$ cat src/rtl/crc_barrett_pkg.sv
package crc_barrett_pkg;

  localparam int MAXW = 32;

  // x^n mod poly, poly given with its degree-w term included
  function automatic logic [MAXW-1:0] xpow_mod(int n, logic [MAXW:0] poly, int w);
    logic [MAXW:0] r;
    r = '0;
    r[0] = 1'b1;
    for (int i = 0; i < n; i++) begin
      r = r << 1;
      if (r[w]) r = r ^ poly;
    end
    return r[MAXW-1:0];
  endfunction

  // floor(x^(2w) / poly): the Barrett inverse, degree w
  function automatic logic [MAXW:0] xdiv_inv(int w, logic [MAXW:0] poly);
    logic [MAXW:0] r;
    logic [MAXW:0] q;
    r = '0;
    r[0] = 1'b1;
    q = '0;
    for (int i = 0; i < 2 * w; i++) begin
      r = r << 1;
      q = q << 1;
      if (r[w]) begin
        q[0] = 1'b1;
        r = r ^ poly;
      end
    end
    return q;
  endfunction

endpackage

$ cat src/rtl/crc_clmul.sv
module crc_clmul #(
  parameter int AW = 8,
  parameter int BW = 8,
  parameter int PW = AW + BW - 1
) (
  input  logic [AW-1:0] a,
  input  logic [BW-1:0] b,
  output logic [PW-1:0] p
);

  localparam int EXT = (PW > BW) ? PW : BW;

  logic [EXT-1:0] b_ext;
  logic [PW-1:0]  lane [AW];

  assign b_ext = EXT'(b);

  generate
    for (genvar g = 0; g < AW; g++) begin : g_lane
      logic [EXT-1:0] sh;
      assign sh      = b_ext << g;
      assign lane[g] = a[g] ? sh[PW-1:0] : '0;
    end
  endgenerate

  always_comb begin
    p = '0;
    for (int i = 0; i < AW; i++) p = p ^ lane[i];
  end

endmodule

$ cat src/rtl/crc_barrett_fold.sv
module crc_barrett_fold #(
  parameter int          W = 8,
  parameter logic [W-1:0] K = 8'h15
) (
  input  logic [2*W-1:0] v,
  output logic [2*W-1:0] u
);

  logic [2*W-2:0] hi_moved;

  crc_clmul #(.AW(W), .BW(W), .PW(2*W-1)) u_mul (
    .a (v[2*W-1:W]),
    .b (K),
    .p (hi_moved)
  );

  assign u = {1'b0, hi_moved} ^ {v[W-1:0], {W{1'b0}}};

endmodule

$ cat src/rtl/crc_barrett_reduce.sv
module crc_barrett_reduce #(
  parameter int           W       = 8,
  parameter logic [W-1:0] INV_LO  = 8'h07,
  parameter logic [W-1:0] POLY_LO = 8'h07
) (
  input  logic [2*W-1:0] u,
  output logic [W-1:0]   rem
);

  logic [2*W-2:0] est;
  logic [W-1:0]   quo;
  logic [W-1:0]   back;

  // upper half times the inverse; the implicit x^W term of the inverse is u_hi itself
  crc_clmul #(.AW(W), .BW(W), .PW(2*W-1)) u_est (
    .a (u[2*W-1:W]),
    .b (INV_LO),
    .p (est)
  );

  assign quo = u[2*W-1:W] ^ {1'b0, est[2*W-2:W]};

  // only the low half of quotient * poly survives the cancel
  crc_clmul #(.AW(W), .BW(W), .PW(W)) u_back (
    .a (quo),
    .b (POLY_LO),
    .p (back)
  );

  assign rem = u[W-1:0] ^ back;

endmodule

$ cat src/rtl/crc8_barrett.sv
module crc8_barrett
  import crc_barrett_pkg::*;
#(
  parameter int               CRC_W      = 8,
  parameter logic [CRC_W:0]   POLY       = 9'h107,
  parameter bit               REGISTERED = 1'b1
) (
  input  logic                 clk,
  input  logic                 rst,
  input  logic                 in_valid,
  input  logic [2*CRC_W-1:0]   in_fold,
  output logic                 out_valid,
  output logic [CRC_W-1:0]     out_crc
);

  localparam logic [MAXW:0]    POLY_X  = (MAXW+1)'(POLY);
  localparam logic [MAXW-1:0]  FOLD_X  = xpow_mod(2 * CRC_W, POLY_X, CRC_W);
  localparam logic [MAXW:0]    INV_X   = xdiv_inv(CRC_W, POLY_X);
  localparam logic [CRC_W-1:0] FOLD_K  = FOLD_X[CRC_W-1:0];
  localparam logic [CRC_W-1:0] INV_LO  = INV_X[CRC_W-1:0];
  localparam logic [CRC_W-1:0] POLY_LO = POLY[CRC_W-1:0];

  logic [2*CRC_W-1:0] folded;
  logic [CRC_W-1:0]   rem;

  crc_barrett_fold #(.W(CRC_W), .K(FOLD_K)) u_fold (
    .v (in_fold),
    .u (folded)
  );

  crc_barrett_reduce #(.W(CRC_W), .INV_LO(INV_LO), .POLY_LO(POLY_LO)) u_reduce (
    .u   (folded),
    .rem (rem)
  );

  generate
    if (REGISTERED) begin : g_reg
      always_ff @(posedge clk) begin
        if (rst) begin
          out_valid <= 1'b0;
          out_crc   <= '0;
        end else begin
          out_valid <= in_valid;
          if (in_valid) out_crc <= rem;
        end
      end


      a_r5_valid_follows: assert property (@(posedge clk) disable iff (rst)
        in_valid |=> out_valid);
      a_r5_idle_follows: assert property (@(posedge clk) disable iff (rst)
        !in_valid |=> !out_valid);

      a_r7_hold: assert property (@(posedge clk) disable iff (rst)
        !in_valid |=> $stable(out_crc));

      a_r4_zero_in: assert property (@(posedge clk) disable iff (rst)
        (in_valid && in_fold == '0) |=> (out_crc == '0));

      a_r6_reset_clears: assert property (@(posedge clk)
        rst |=> (!out_valid && out_crc == '0));
    end else begin : g_comb
      assign out_valid = in_valid;
      assign out_crc   = rem;
    end
  endgenerate

endmodule

$ cat config.mk
export PLATFORM = sky130hd
export DESIGN_NAME = crc8_barrett
export DESIGN_NICKNAME = d
export VERILOG_FILES = /design/src/rtl/crc_barrett_pkg.sv /design/src/rtl/crc_clmul.sv /design/src/rtl/crc_barrett_fold.sv /design/src/rtl/crc_barrett_reduce.sv /design/src/rtl/crc8_barrett.sv
export SDC_FILE = /design/constraint.sdc
export NUM_CORES = 1
export LEC_CHECK = 0
export CAP_MARGIN = 20
export CORE_MARGIN = 2
export CORE_UTILIZATION = 41
export DETAILED_ROUTE_END_ITERATION = 7
export PLACE_DENSITY = 0.79
export SLEW_MARGIN = 5
export SYNTH_ARGS = -nofsm -noshare
export SYNTH_HDL_FRONTEND = slang
export SYNTH_SLANG_ARGS = --single-unit
$ cat constraint.sdc
create_clock -name clk -period 1.75 [get_ports clk]
set_input_delay 0.175 -clock clk [delete_from_list [all_inputs] [get_ports clk]]
set_output_delay 0.175 -clock clk [all_outputs]
set_load 0.1 [all_outputs]
---- After elaboration in Yosys (flattened, before gate mapping) ----
Cells that the tools add are included.
cells by class
  bitwise gates (word level) .............. 24
  mux-type cells .......................... 24
operators by type and width
  operator        number
  $xor 15x15->15  8
  $xor 8x8->8     6
  $mux 8          5
  $mux 7          3
  $mux 10         2
  $mux 6          3
  $mux 9          2
  $xor 15x16->16  1
  $mux 5          3
  $xor 15x10->15  1
  $xor 15x12->15  1
  $xor 15x5->15   1
  $xor 15x7->15   1
  $mux 12         1
  $mux 11         1
  $mux 4          2
  $xor 3x4->4     2
  $xor 8x5->8     1
  $xor 8x7->8     1
  $mux 3          2
  $xor 5x6->6     1
storage, ports and cells
  input bits .............................. 19
  word-level logic and storage cells ...... 50
  register bits ........................... 9

---- Logic depth before layout (Yosys ltp) ----
Gate-level depths: netlist (run 1).
  depth after elaboration ................. 27
  depth in mapped cells ................... 4
  gate-level depth less buffers ........... 4

---- By module ----
From an unflattened synthesis (run 1), not the netlist that was laid out.
second synthesis, totals
  cells, all modules ...................... 371
  area total of the unflattened synthesis .. 2416.1 um^2
modules (own cells, without submodules)
  module                        area each (um^2)  cells each  times used
  crc_clmul (u_fold.u_mul ...)  748.2             126         2
  crc_clmul (u_reduce.u_back)   391.6             64          1
  crc8_barrett                  312.8             28          1
  crc_barrett_reduce            138.9             17          1
  crc_barrett_fold              76.3              10          1

---- Worst setup path after synthesis (run 1) ----
No wires, ideal clock.
  path type ............................... input port to flip-flop
  from .................................... input in_fold[14]
  to ...................................... register out_crc[2]
  data required time ...................... 1655 ps
  buffers on the path ..................... 0
  stages on the path ...................... 4
  path slack .............................. 254 ps
  arrival ................................. 1401 ps
  path through ............................ xnor3_2 -> xnor3_1 -> or3b_1 -> o311ai_1
between the ends
  word-level cells in the longest chain between the ends .. 14
ends and longest elaborated chain
  item                          line                      text
  start: declaration            crc8_barrett.sv:11        input logic [2*CRC_W-1:0] in_fold,
  $mux 11 (*)                   crc_clmul.sv:22           assign lane[g] = a[g] ? sh[PW-1:0] : '0;
  $xor 15x15->15 (*)            crc_clmul.sv:28           for (int i = 0; i < AW; i++) p = p ^ lane[i];
  $xor 15x12->15 (*)            crc_clmul.sv:28
  $xor 15x16->16 (*)            crc_barrett_fold.sv:17    assign u = {1'b0, hi_moved} ^ {v[W-1:0], {W{1'b0}}};
  $xor 8x7->8 (*)               crc_barrett_reduce.sv:21  assign quo = u[2*W-1:W] ^ {1'b0, est[2*W-2:W]};
  $mux 3                        crc_clmul.sv:22
  $xor 3x4->4                   crc_clmul.sv:28
  $xor 8x5->8 (*)               crc_clmul.sv:28
  $xor 8x8->8 (*) (5 in a row)  crc_clmul.sv:28
  $xor 8x8->8 (*)               crc_barrett_reduce.sv:30  assign rem = u[W-1:0] ^ back;
  end signal: assignment        crc8_barrett.sv:44        if (in_valid) out_crc <= rem;
  end: declaration              crc8_barrett.sv:13        output logic [CRC_W-1:0] out_crc
Every way passes the cells marked *; elsewhere a longest branch is shown, timed or not.
A chain may end at the register's enable or synchronous reset.

---- Final worst setup path (run 1) ----
  from .................................... input in_fold[0]
  to ...................................... register out_crc[2]
between the ends
  word-level cells in the longest chain between the ends .. 11
ends and longest elaborated chain
  item                      line
  $xor 15x16->16            crc_barrett_fold.sv:17
  $xor 8x7->8               crc_barrett_reduce.sv:21
  $mux 3                    crc_clmul.sv:22
  $xor 3x4->4               crc_clmul.sv:28
  $xor 8x5->8               crc_clmul.sv:28
  $xor 8x8->8 (5 in a row)  crc_clmul.sv:28
  $xor 8x8->8               crc_barrett_reduce.sv:30
Every way passes these cells.

==> results of run 1 <==
[through the flow]
| stage | util (%) | setup slack, ns | hold WS [ns] |
|---|---|---|---|
| after floorplan | - | 0.254 | 0.311 |
| after global placement | 68.6 | -0.232 | 0.477 |
| after detailed placement | 68.6 | -0.302 | 0.489 |
| after CTS | 70.7 | 0.0282 | 0.497 |
| after global routing | 71.1 | -0.00724 | 0.515 |
| final | 71.1 | 0.0214 | 0.492 |
[power groups by stage]
| stage | clock, mW | combinational (mW) | sequential (mW) |
|---|---|---|---|
| floorplan | 0 | 0.219 | 0.465 |
| global placement | 0 | 0.597 | 0.254 |
| detailed placement | 0 | 0.605 | 0.255 |
| CTS | 0.167 | 0.613 | 0.251 |
| global route | 0.178 | 0.642 | 0.253 |
| finish | 0.157 | 0.609 | 0.250 |
[final timing paths]
kind	endpoint	cells after the start
max	out_crc[2]	5
min	out_crc[0]	2
max reg2reg	out_crc[2]	2
min reg2reg	out_crc[0]	2
[placed cells by master, fill, tap and decap left out]
master           synthesis  final
xnor3_1                  5      5
o311ai_1                 1      1
xor2_1                   3      3
clkbuf_1                 1      1
xnor3_2                  2      2
inv_1                    1      1
xnor3_4                  1      1
clkbuf_4                 0      3
dfxtp_1                  9      9
buf_6                    0      1
xnor2_1                 14     14
clkdlybuf4s50_1          0     17
nor2b_1                  1      1
dlymetal6s2s_1           0      1
mux2i_1                  1      1
xor3_1                   1      1
a211oi_2                 0      1
nand3_1                  1      1
or3b_1                   1      1
a211oi_1                 6      5
buf_4                    0     23
nor2_1                   7      7
[final cells by class]
| class | instances | area [sq um] | area share (%) |
|---|---|---|---|
| flip-flops and latches | 9 | 180 | 16.8 |
| inverters | 1 | 3.75 | 0.350 |
| clock buffers | 4 | 26.3 | 2.45 |
| well taps | 16 | 20.0 | 1.87 |
| multi-input cells | 44 | 474 | 44.3 |
| repair buffers | 42 | 367 | 34.2 |
[worst max-delay path, cell delays in order]
cell             delay, ns
clkdlybuf4s50_1       0.46
xnor3_2               0.43
xnor3_1               0.36
or3b_1                0.39
o311ai_1              0.09
[metal layers]
| layer | GRT usage (%) | wire length (microns) |
|---|---|---|
| met1 | 18.4 | 584 |
| met2 | 36.2 | 822 |
| met3 | 3.67 | 116 |
| met4 | 10.9 | 29 |
| met5 | 0 | 0 |
[flip-flops by register name (all words and copies together) (netlist names)]
name	cells
out_crc	8
out_valid	1
[cell families (layout without fill, tap and decap cells)]
group / after synthesis / in the layout / synth area share, %
AO/OA/AOI/OAI: 7 / 7 / 8.13
buffers and inverters: 3 / 47 / 1.89
flip-flops: 9 / 9 / 27.2
AND/OR/NAND/NOR: 10 / 10 / 7.00
multiplexers: 1 / 1 / 1.51
XOR/XNOR: 26 / 26 / 54.3
[repair_timing]
item                                    CTS  global route
hold endpoints to repair                  0             0
cloned                                    0             0
gates resized for setup                   1             2
endpoints found under the setup margin    2             2
pin swaps                                 1             0
==> qor.txt, run 1 <==
Logic pwr share -> 59.9%
P_int -> 0.587 mW
maximum clock rate -> 579 MHz
Vias/cell -> 4.79
Site Rows -> 14
Max-Cap Viols -> 0
RSZ-0062 raised after global routing -> yes
H-tree Lvls -> 1
Worst Path Required -> 1.92 ns
sequential area share after synthesis -> 27.2%
GR Util All Layers -> 18.9%
Fillers -> 115
Finished Layout Cells -> 116
GRT overflow -> 0
Layout area overhead -> 61.8%
syn_area_per_cell -> 11.8 sq um
dpl cells -> 112
most instantiated library cell after synthesis -> xnor2_1
Startpoint Class -> primary input
worst hold path type -> flip-flop to flip-flop
Final ANT Viol Nets -> 0
Iteration-0 DRC Markers -> 1
Post-CTS Repair Setup Buffers -> 0
syn_nets -> 75
CP Capture Type -> flip-flop
DRT Wirelength -> 1550 microns
Slew @ Worst Pin -> 0.302 ns
die height -> 44.2 microns
Pleak -> 0.507 nW
Slew Limit Fails -> 0
share of cells above drive strength 1 -> 31.0%
Final #Nets -> 120
Hold-fix buffers, CTS -> 0
clk buf depth -> 2
final period utilization -> 98.8%
peak supply drop -> 0.000681 V
largest net degree at the start of global routing -> 15
I/O Buffers -> 27
reg2reg setup slack -> 1.03 ns
I/O Pins -> 28
status -> finished clean
Post-synth EDFFs -> 0
die width -> 44.2 microns
DP Wirelength -> 1300 microns
Seq cells post-synth -> 9
Crit Path Class -> primary input to flip-flop
Worst-path clk slew -> 0.06 ns
min Tclk post-route -> 1.73 ns
clock sinks -> 9
sequential share of power -> 24.6%
Clock Skew -> 0 ns
Cell Pwr Density -> 949 nW/um^2
DIE AREA -> 1950 sq um
Initial Utilization -> 43.9%
Top FF cell, synth -> dfxtp_1
Remaining DRCs -> 0
clock power share -> 15.5%
Critical Path Fanout Max -> 2
Ant. Diodes -> 0
initial antenna violation count -> 0
Yosys warnings -> 0
WL per Instance -> 13.4 microns
Post-Synthesis Cells -> 56
Placeable Area -> 1510 sq um
Setup Viol. Count Final -> 0
switch share -> 42.3%
first drt pass iteration count -> 2
post-synth top area cell -> dfxtp_1
Slew HR -> 79.8%
Netlist Area Pre-Place -> 662 sq um
Distinct cells, synth -> 17
Hold Vio Cnt, Final -> 0
routed vias -> 556
worst hold start -> out_crc[0]
critical path arrival -> 1.90 ns
vias in the first global route -> 630
Clk Latency, worst-skew pair -> 0.26 ns
placed cell area -> 1030 sq um
asr flop ratio synth -> 0%
Area contributors post-synth -> dfxtp_1 (27%), xnor2_1 (19%), xnor3_1 (17%)
routability cong. -> 0.725
cts bufs inserted -> 3
CTS tree -> yes
Fin Setup TNS -> 0 ns
Switching Power -> 0.430 mW
CP Launch Point -> in_fold[0]
worst r2r src -> out_crc[2]
most common library cells after synthesis -> xnor2_1 (14), dfxtp_1 (9), nor2_1 (7)
CTS Root Cell -> clkbuf_4
area share of the leading cell type in the synthesized netlist -> 27.2%
first-pass GRT wire length -> 2610 microns
overall power -> 1.02 mW
final instance area -> 1070 sq um
No activity file was read; power rests on OpenSTA's default activity.
==> run 2, diff against run 1 <==
--- a/config.mk
+++ b/config.mk
@@ -9,6 +9,7 @@
 export CORE_MARGIN = 2
 export CORE_UTILIZATION = 41
 export DETAILED_ROUTE_END_ITERATION = 7
+export GPL_ROUTABILITY_DRIVEN = 0
 export PLACE_DENSITY = 0.79
 export SLEW_MARGIN = 5
 export SYNTH_ARGS = -nofsm -noshare
==> results of run 2 <==
No change in the layout: final DEF, timing and power equal those of run 1.
==> run 3, diff against run 2 <==
--- a/config.mk
+++ b/config.mk
@@ -11,6 +11,7 @@
 export DETAILED_ROUTE_END_ITERATION = 7
 export GPL_ROUTABILITY_DRIVEN = 0
 export PLACE_DENSITY = 0.79
+export SKIP_LAST_GASP = 1
 export SLEW_MARGIN = 5
 export SYNTH_ARGS = -nofsm -noshare
 export SYNTH_HDL_FRONTEND = slang
==> results of run 3 <==
No change in the layout: final DEF, timing and power equal those of run 1.
